<file path="src/rtl/ebc_pkg.sv">
package ebc_pkg;

   typedef enum logic [2:0] {
      ST_IDLE,
      ST_RD,
      ST_RD_FLT,
      ST_WR_LOW,
      ST_WR_HOLD,
      ST_PROG
   } ebc_state_e;

   // nanoseconds to whole clock cycles, rounded up, never below one
   function automatic int unsigned ns_to_cyc(input int unsigned ns, input int unsigned per);
      int unsigned c;
      c = (ns + per - 1) / per;
      if (c == 0) c = 1;
      return c;
   endfunction

   function automatic int unsigned max2(input int unsigned a, input int unsigned b);
      return (a > b) ? a : b;
   endfunction

   function automatic int unsigned bits_for(input int unsigned n);
      return (n < 2) ? 1 : $clog2(n + 1);
   endfunction

endpackage

</file>
<file path="src/rtl/ebc_phase_timer.sv">
module ebc_phase_timer #(
   parameter int unsigned TW = 8
) (
   input  logic          clk,
   input  logic          rst_n,
   input  logic          load,
   input  logic [TW-1:0] load_val,
   output logic          last
);
   logic [TW-1:0] cnt_q;

   always_ff @(posedge clk or negedge rst_n) begin
      if (!rst_n)              cnt_q <= '0;
      else if (load)           cnt_q <= load_val;
      else if (cnt_q != '0)    cnt_q <= cnt_q - 1'b1;
   end

   assign last = (cnt_q == '0);
endmodule

</file>
<file path="src/rtl/ebc_inhibit.sv">
module ebc_inhibit #(
   parameter int unsigned INIT_CYC = 16
) (
   input  logic clk,
   input  logic rst_n,
   output logic active
);
   localparam int unsigned IW = ebc_pkg::bits_for(INIT_CYC);

   logic [IW-1:0] cnt_q;

   always_ff @(posedge clk or negedge rst_n) begin
      if (!rst_n)            cnt_q <= IW'(INIT_CYC);
      else if (cnt_q != '0)  cnt_q <= cnt_q - 1'b1;
   end

   assign active = (cnt_q != '0);
endmodule

</file>
<file path="src/rtl/eeprom_bus_ctrl.sv">
module eeprom_bus_ctrl #(
   parameter int unsigned ADDR_W        = 15,
   parameter int unsigned DATA_W        = 8,
   parameter int unsigned CLK_PERIOD_NS = 10,
   parameter int unsigned T_ACC_NS      = 200,
   parameter int unsigned T_OE_NS       = 80,
   parameter int unsigned T_FLOAT_NS    = 50,
   parameter int unsigned T_WP_NS       = 100,
   parameter int unsigned T_DS_NS       = 50,
   parameter int unsigned T_DH_NS       = 10,
   parameter int unsigned T_AH_NS       = 75,
   parameter int unsigned T_PROG_NS     = 10_000_000,
   parameter int unsigned T_INIT_NS     = 10_000_000,
   parameter bit          RDATA_HOLD    = 1'b1
) (
   input  logic              clk,
   input  logic              rst_n,
   input  logic              cmd_valid,
   output logic              cmd_ready,
   input  logic              cmd_we,
   input  logic [ADDR_W-1:0] cmd_addr,
   input  logic [DATA_W-1:0] cmd_wdata,
   output logic              rsp_valid,
   output logic [DATA_W-1:0] rsp_rdata,
   output logic              mem_ce_n,
   output logic              mem_oe_n,
   output logic              mem_we_n,
   output logic [ADDR_W-1:0] mem_addr,
   output logic [DATA_W-1:0] mem_dq_o,
   output logic              mem_dq_oe,
   input  logic [DATA_W-1:0] mem_dq_i
);
   import ebc_pkg::*;

   localparam int unsigned P        = CLK_PERIOD_NS;
   localparam int unsigned RD_CYC   = max2(ns_to_cyc(T_ACC_NS, P), ns_to_cyc(T_OE_NS, P));
   localparam int unsigned FLT_CYC  = ns_to_cyc(T_FLOAT_NS, P);
   localparam int unsigned WL_CYC   = max2(ns_to_cyc(T_WP_NS, P), ns_to_cyc(T_DS_NS, P));
   localparam int unsigned WH_CYC   = ns_to_cyc(T_DH_NS, P);
   localparam int unsigned AH_CYC   = ns_to_cyc(T_AH_NS, P);
   localparam int unsigned PROG_CYC = ns_to_cyc(T_PROG_NS, P);
   localparam int unsigned INIT_CYC = ns_to_cyc(T_INIT_NS, P);
   localparam int unsigned MAX_CYC  = max2(max2(max2(RD_CYC, FLT_CYC), max2(WL_CYC, WH_CYC)), PROG_CYC);
   localparam int unsigned TW       = bits_for(MAX_CYC);

   // elaboration-time parameter checks
   if (CLK_PERIOD_NS == 0) begin : g_bad_period
      $error("eeprom_bus_ctrl: CLK_PERIOD_NS must be nonzero");
   end
   if (ADDR_W == 0 || DATA_W == 0) begin : g_bad_width
      $error("eeprom_bus_ctrl: ADDR_W and DATA_W must be nonzero");
   end
   if (AH_CYC > WL_CYC + WH_CYC + PROG_CYC) begin : g_bad_hold
      $error("eeprom_bus_ctrl: address hold exceeds the write access");
   end

   ebc_state_e    state_q, state_d;
   logic          tmr_load, tmr_last, inhibit;
   logic [TW-1:0] tmr_val;
   logic          accept;
   logic [ADDR_W-1:0] addr_q;
   logic [DATA_W-1:0] wdata_q;
   logic          rsp_valid_q;

   ebc_phase_timer #(.TW(TW)) u_timer (
      .clk      (clk),
      .rst_n    (rst_n),
      .load     (tmr_load),
      .load_val (tmr_val),
      .last     (tmr_last)
   );

   ebc_inhibit #(.INIT_CYC(INIT_CYC)) u_inhibit (
      .clk    (clk),
      .rst_n  (rst_n),
      .active (inhibit)
   );

   assign cmd_ready = (state_q == ST_IDLE) && !inhibit;
   assign accept    = cmd_valid && cmd_ready;

   always_comb begin
      state_d  = state_q;
      tmr_load = 1'b0;
      tmr_val  = '0;
      unique case (state_q)
         ST_IDLE: begin
            if (accept) begin
               tmr_load = 1'b1;
               if (cmd_we) begin
                  state_d = ST_WR_LOW;
                  tmr_val = TW'(WL_CYC - 1);
               end else begin
                  state_d = ST_RD;
                  tmr_val = TW'(RD_CYC - 1);
               end
            end
         end
         ST_RD: begin
            if (tmr_last) begin
               state_d  = ST_RD_FLT;
               tmr_load = 1'b1;
               tmr_val  = TW'(FLT_CYC - 1);
            end
         end
         ST_RD_FLT: begin
            if (tmr_last) state_d = ST_IDLE;
         end
         ST_WR_LOW: begin
            if (tmr_last) begin
               state_d  = ST_WR_HOLD;
               tmr_load = 1'b1;
               tmr_val  = TW'(WH_CYC - 1);
            end
         end
         ST_WR_HOLD: begin
            if (tmr_last) begin
               state_d  = ST_PROG;
               tmr_load = 1'b1;
               tmr_val  = TW'(PROG_CYC - 1);
            end
         end
         ST_PROG: begin
            if (tmr_last) state_d = ST_IDLE;
         end
         default: state_d = ST_IDLE;
      endcase
   end

   always_ff @(posedge clk or negedge rst_n) begin
      if (!rst_n) begin
         state_q     <= ST_IDLE;
         addr_q      <= '0;
         wdata_q     <= '0;
         rsp_valid_q <= 1'b0;
      end else begin
         state_q     <= state_d;
         rsp_valid_q <= (state_q == ST_RD) && tmr_last;
         if (accept) begin
            addr_q  <= cmd_addr;
            wdata_q <= cmd_wdata;
         end
      end
   end

   // read data capture: holding or zeroed outside the response pulse
   if (RDATA_HOLD) begin : g_rdata_hold
      logic [DATA_W-1:0] rdata_q;
      always_ff @(posedge clk or negedge rst_n) begin
         if (!rst_n)                                rdata_q <= '0;
         else if ((state_q == ST_RD) && tmr_last)   rdata_q <= mem_dq_i;
      end
      assign rsp_rdata = rdata_q;
   end else begin : g_rdata_gate
      logic [DATA_W-1:0] rdata_q;
      always_ff @(posedge clk or negedge rst_n) begin
         if (!rst_n)                                rdata_q <= '0;
         else if ((state_q == ST_RD) && tmr_last)   rdata_q <= mem_dq_i;
         else                                       rdata_q <= '0;
      end
      assign rsp_rdata = rdata_q;
   end

   assign rsp_valid = rsp_valid_q;
   assign mem_ce_n  = !((state_q == ST_RD) || (state_q == ST_WR_LOW) || (state_q == ST_WR_HOLD));
   assign mem_oe_n  = (state_q != ST_RD);
   assign mem_we_n  = (state_q != ST_WR_LOW);
   assign mem_dq_oe = (state_q == ST_WR_LOW) || (state_q == ST_WR_HOLD);
   assign mem_dq_o  = wdata_q;
   assign mem_addr  = addr_q;

endmodule

</file>
<file path="config.mk">
export PLATFORM = sky130hd
export DESIGN_NAME = eeprom_bus_ctrl
export DESIGN_NICKNAME = d
export VERILOG_FILES = /design/src/rtl/ebc_pkg.sv /design/src/rtl/ebc_phase_timer.sv /design/src/rtl/ebc_inhibit.sv /design/src/rtl/eeprom_bus_ctrl.sv
export SDC_FILE = /design/constraint.sdc
export NUM_CORES = 1
export LEC_CHECK = 0
export BUFFER_PORTS_ARGS = -buffer_cell sky130_fd_sc_hd__buf_2
export CAP_MARGIN = 20
export CORE_MARGIN = 10
export CORE_UTILIZATION = 35
export DETAILED_ROUTE_END_ITERATION = 6
export PLACE_DENSITY = 0.55
export SETUP_SLACK_MARGIN = 0.5
export SLEW_MARGIN = 20
export SYNTH_ARGS = -nofsm -noshare
export SYNTH_HDL_FRONTEND = slang
export SYNTH_SLANG_ARGS = --single-unit
</file>
<file path="constraint.sdc">
create_clock -name clk -period 2.66 [get_ports clk]
set_input_delay 0.798 -clock clk [delete_from_list [all_inputs] [get_ports clk]]
set_output_delay 0.798 -clock clk [all_outputs]
set_load 0.005 [all_outputs]
</file>
==> results by stage <==
Run status:
- The flow ran to the end, and the final reports show no timing, DRC or antenna violations.

Critical path:
- The peak per-stage delay on the critical path is 0.56 ns.
- STA classifies the critical path endpoint as an output pin.
- The critical path is of the register to output pin type.
- Counting both buffers and inverters, the worst setup path holds a total of 1.
- The highest-delay cell along the critical path is sky130_fd_sc_hd__or4_4.
- Data on the critical path is required at its endpoint by 1.86 ns.
- Data on the critical path arrives at its endpoint at 1.75 ns.
- The worst setup path is launched from a register.
- Along the worst path, the maximum fanout reaches 3.
- Among cell families on the critical path, the largest total delay comes from simple AND/OR/NAND/NOR gates.
- The signal on the critical path passes through or4_4 -> nor3_4 -> and3_1 -> buf_2.

Final layout:
- The number of antenna diodes in the final layout is 0.
- The area of the multi-input gates is 0.00187 mm^2.
- Of the cells placed in the final design, the portion with a size suffix greater than 1 is 51.6%.
- Across the whole layout, storage elements account for 0.00189 mm^2.
- The post-route core utilization is 52.0%.
- The signed area change from the synthesized netlist to the final layout is 45.1%.
- The net count of the finished layout is 465.
- Leaving out fill and tap cells, the most frequent cells in the layout are sky130_fd_sc_hd__buf_2 (69), sky130_fd_sc_hd__dfrtp_1 (66), sky130_fd_sc_hd__buf_4 (42).
- After filler insertion, the fill cell instance count of the layout stands at 869.
- The leading cell type in the layout, fill and taps excluded is sky130_fd_sc_hd__buf_2.

Power:
- The leakage power of the design is 0.00259 uW.
- Across the VDD grid, the largest voltage drop is 0.000349 V.
- The total power divided by cell area is 435 mW/mm^2.

Die:
- The die is 120 um wide.
- The row count is 36.
- For this configuration, the core starts out at a cell density of 35.8%.
- The die is 120 um tall.
- The floorplan die area is 0.0144 mm^2.
- The total area inside the core boundary comes to 0.00973 mm^2.
- For this design the top-level I/O count stands at 72.

Yosys:
- Of all flip-flops after synthesis, the portion carrying an async set or reset was 100%.
- The count of flip-flops with a built-in enable after synthesis is 0.
- Synthesis inferred 75 register bits.
- The biggest area consumer among synthesized cells is sky130_fd_sc_hd__dfrtp_1.
- Of the synthesized area, sequential elements account for 54.1%.
- The commonest register cell after synthesis is sky130_fd_sc_hd__dfrtp_1.
- The number of warnings issued by yosys is 0.
- The post-synthesis cell type count is 48.
- The post-synthesis instance area is 0.00349 mm^2.
- Counting every net in the synthesized netlist gives 340.
- Averaged over all synthesized cells, the footprint is 11.5 um^2.
- The number of instances in the synthesized netlist is 302.
- The share of synthesized area in the top cell type comes to 48.8%.
- Sorting the synthesized cells by area gives the leading types as sky130_fd_sc_hd__dfrtp_1 (49%), sky130_fd_sc_hd__mux2_1 (9.7%), sky130_fd_sc_hd__dfstp_2 (5.3%).

Run:
- The max-capacitance violation count is 0.

STA:
- The setup-violating endpoint count in the final report is 0.
- The worst clock skew is 0.0120 ns.
- The final critical path takes up 95.8% of the cycle.
- The number of slew-limit violations in the final report was 0.
- Summed over all failing endpoints, the final setup total negative slack is 0 ns.
- For this run, the top clock speed supported by timing is 392 MHz.
- The worst path in the final design needs a cycle of 2.55 ns, including I/O delays and setup.
- Headroom to the max-slew limit came out at 62.5%.
- The final hold violation count is 0.
- For the pin with the worst max-slew slack, the measured transition is 0.563 ns.
- Setup repair after global routing could not meet its margin everywhere.

Detailed routing:
- The number of antenna-violating nets in the routed design is 0.
- The number of DRC violations after detailed routing is 0.
- The DRC violation total after the first TritonRoute iteration is 130.
- Using the TritonRoute via totals, the vias-per-cell ratio works out to 4.92.
- For this run, the detailed router's first-pass iteration total came to 4.
- Detailed routing inserted a total of 2780 vias.
- After detailed routing, the total wire length is 9520 um.
- The routed wirelength normalized by instance count is 16.9 um.

Clock tree:
- The buffer type at the clock tree root is sky130_fd_sc_hd__clkbuf_8.
- The clock transition at the registers of the reported paths is 0.09 ns.
- Hold repair after CTS inserted 0 buffers.
- Clock tree synthesis found a total of 75 sinks.
- The CTS tree is done.
- The later pin in the worst-skew pair is clocked with a latency of 0.35 ns.
- Counting the buffers created by CTS gives 9.
- The maximum clock insertion buffer count is 2.
- The number of levels the H-tree was split into is 3.

GRT:
- Global routing consumed, over all layers together, 12.7% of the routing resources.
- For this run the aggregate overflow at the end of global routing stands at 0.
- The number of antenna violations at the first check in global routing is 0.
- The via count of the first global-routing pass is 2936.
- The wire length of the first global-routing pass is 15000 um.
- Entering global routing, the biggest net connects 43 pins.

Worst hold path:
- The worst hold path belongs to the class input pin to asynchronous set/reset pin.

Place:
- The congestion estimate from routability-driven global placement came to 0.847.
- In this run the tool buffered the top-level ports with 71 buffer cells.
- The detailed placer's ending HPWL is 6070 um.
[routing by layer]
layer  GRT usage [%]  up-vias  part of all wire [%]
li1                -     1337                     -
met5               0        -                     0
met2            20.7       45                    49
met3            3.70        6                   4.0
met1            15.9     1392                    46
met4            4.00        0                   1.0
[cells by family (layout without fill, tap and decap cells)]
family,count (synthesis),after routing,synth area share (%)
AOI/OAI and AO/OA,35,35,6.14
and+or+nand+nor,108,109,18.3
muxes,32,32,10.3
xor gates and xnor gates,31,31,7.79
buffers and inverters,18,147,2.37
adders and majority gates,3,3,1.08
DFF,75,75,54.1
[what timing repair did]
item                                    4_1_cts  5_1_grt
endpoints found under the setup margin       61       64
pin swaps                                    11       19
resized for setup                            43       56
setup buffers                                21       16
gates cloned                                  2        2
[sequential cells by signal, summed over array words and instances, names as in the netlist]
| name | flops |
|---|---|
| rsp_rdata | 8 |
| state_q | 3 |
| rsp_valid | 1 |
| mem_dq_o | 8 |
| mem_addr | 15 |
| u_inhibit.cnt_q | 20 |
| u_timer.cnt_q | 20 |
[layout make-up]
cell class / instances / share of cell area, %
Sequential cell: 75 / 37.3
Multi-Input combinational cell: 210 / 37.1
Timing Repair Buffer: 125 / 17.5
Tap cell: 133 / 3.29
Clock buffer: 10 / 2.52
Clock inverter: 6 / 1.90
Inverter: 6 / 0.445
[stage by stage]
stage	worst slack, ns	cells	area, um^2	power [uW]	hold WS, ns
3_5_place_dp	0.231	508	4090	1220	0.459
6_report	0.111	565	5060	2200	0.432
5_1_grt	0.0485	565	5060	2280	0.461
4_1_cts	0.0943	547	4650	2230	0.440
3_3_place_gp	0.256	508	4090	1220	0.452
2_1_floorplan	0.331	302	3510	1160	0.434
[worst paths after layout]
check                      slack (ns)             endpoint  depth (start not counted)                 from
min in group clk                 0.48  u_inhibit.cnt_q[13]                          1  u_inhibit.cnt_q[13]
max in group asynchronous        1.61   u_inhibit.cnt_q[9]                          2                rst_n
setup / recovery                 0.11            cmd_ready                          4   u_inhibit.cnt_q[9]
hold / removal                   0.43         rsp_rdata[1]                          1                rst_n
hold reg to reg                  0.48  u_inhibit.cnt_q[13]                          1  u_inhibit.cnt_q[13]
setup reg to reg                 0.33  u_inhibit.cnt_q[13]                          5   u_inhibit.cnt_q[4]
[worst reg2reg max path: cells and delay by family (launching register included)]
kind | cells | cell delay (ns)
AND/OR/NAND/NOR | 3 | 1.53
flip-flops | 1 | 0.38
XOR/XNOR | 1 | 0.14
buffers and inverters | 1 | 0.17
[cell usage after synthesis, types with 4 or more instances]
library cell and number:
sky130_fd_sc_hd__clkbuf_1 7, sky130_fd_sc_hd__or3_1 4, sky130_fd_sc_hd__or4_1 8, sky130_fd_sc_hd__xor2_1 14
sky130_fd_sc_hd__nand3_1 9, sky130_fd_sc_hd__nor3_1 10, sky130_fd_sc_hd__inv_1 6, sky130_fd_sc_hd__mux2_1 30
sky130_fd_sc_hd__xnor2_1 17, sky130_fd_sc_hd__nor3b_1 4, sky130_fd_sc_hd__a21oi_1 8, sky130_fd_sc_hd__nand4b_1 4
sky130_fd_sc_hd__o21ai_1 10, sky130_fd_sc_hd__nor2_1 28, sky130_fd_sc_hd__dfrtp_1 68, sky130_fd_sc_hd__nand4_1 6
sky130_fd_sc_hd__nand2_1 12, sky130_fd_sc_hd__dfstp_2 7
[where the power goes]
part	total, uW	switching, uW	internal [uW]
sequential	1140	0	1140
clock	1010	466	540
combinational	54.9	31.5	23.4
(Power assumes the default switching activity.)
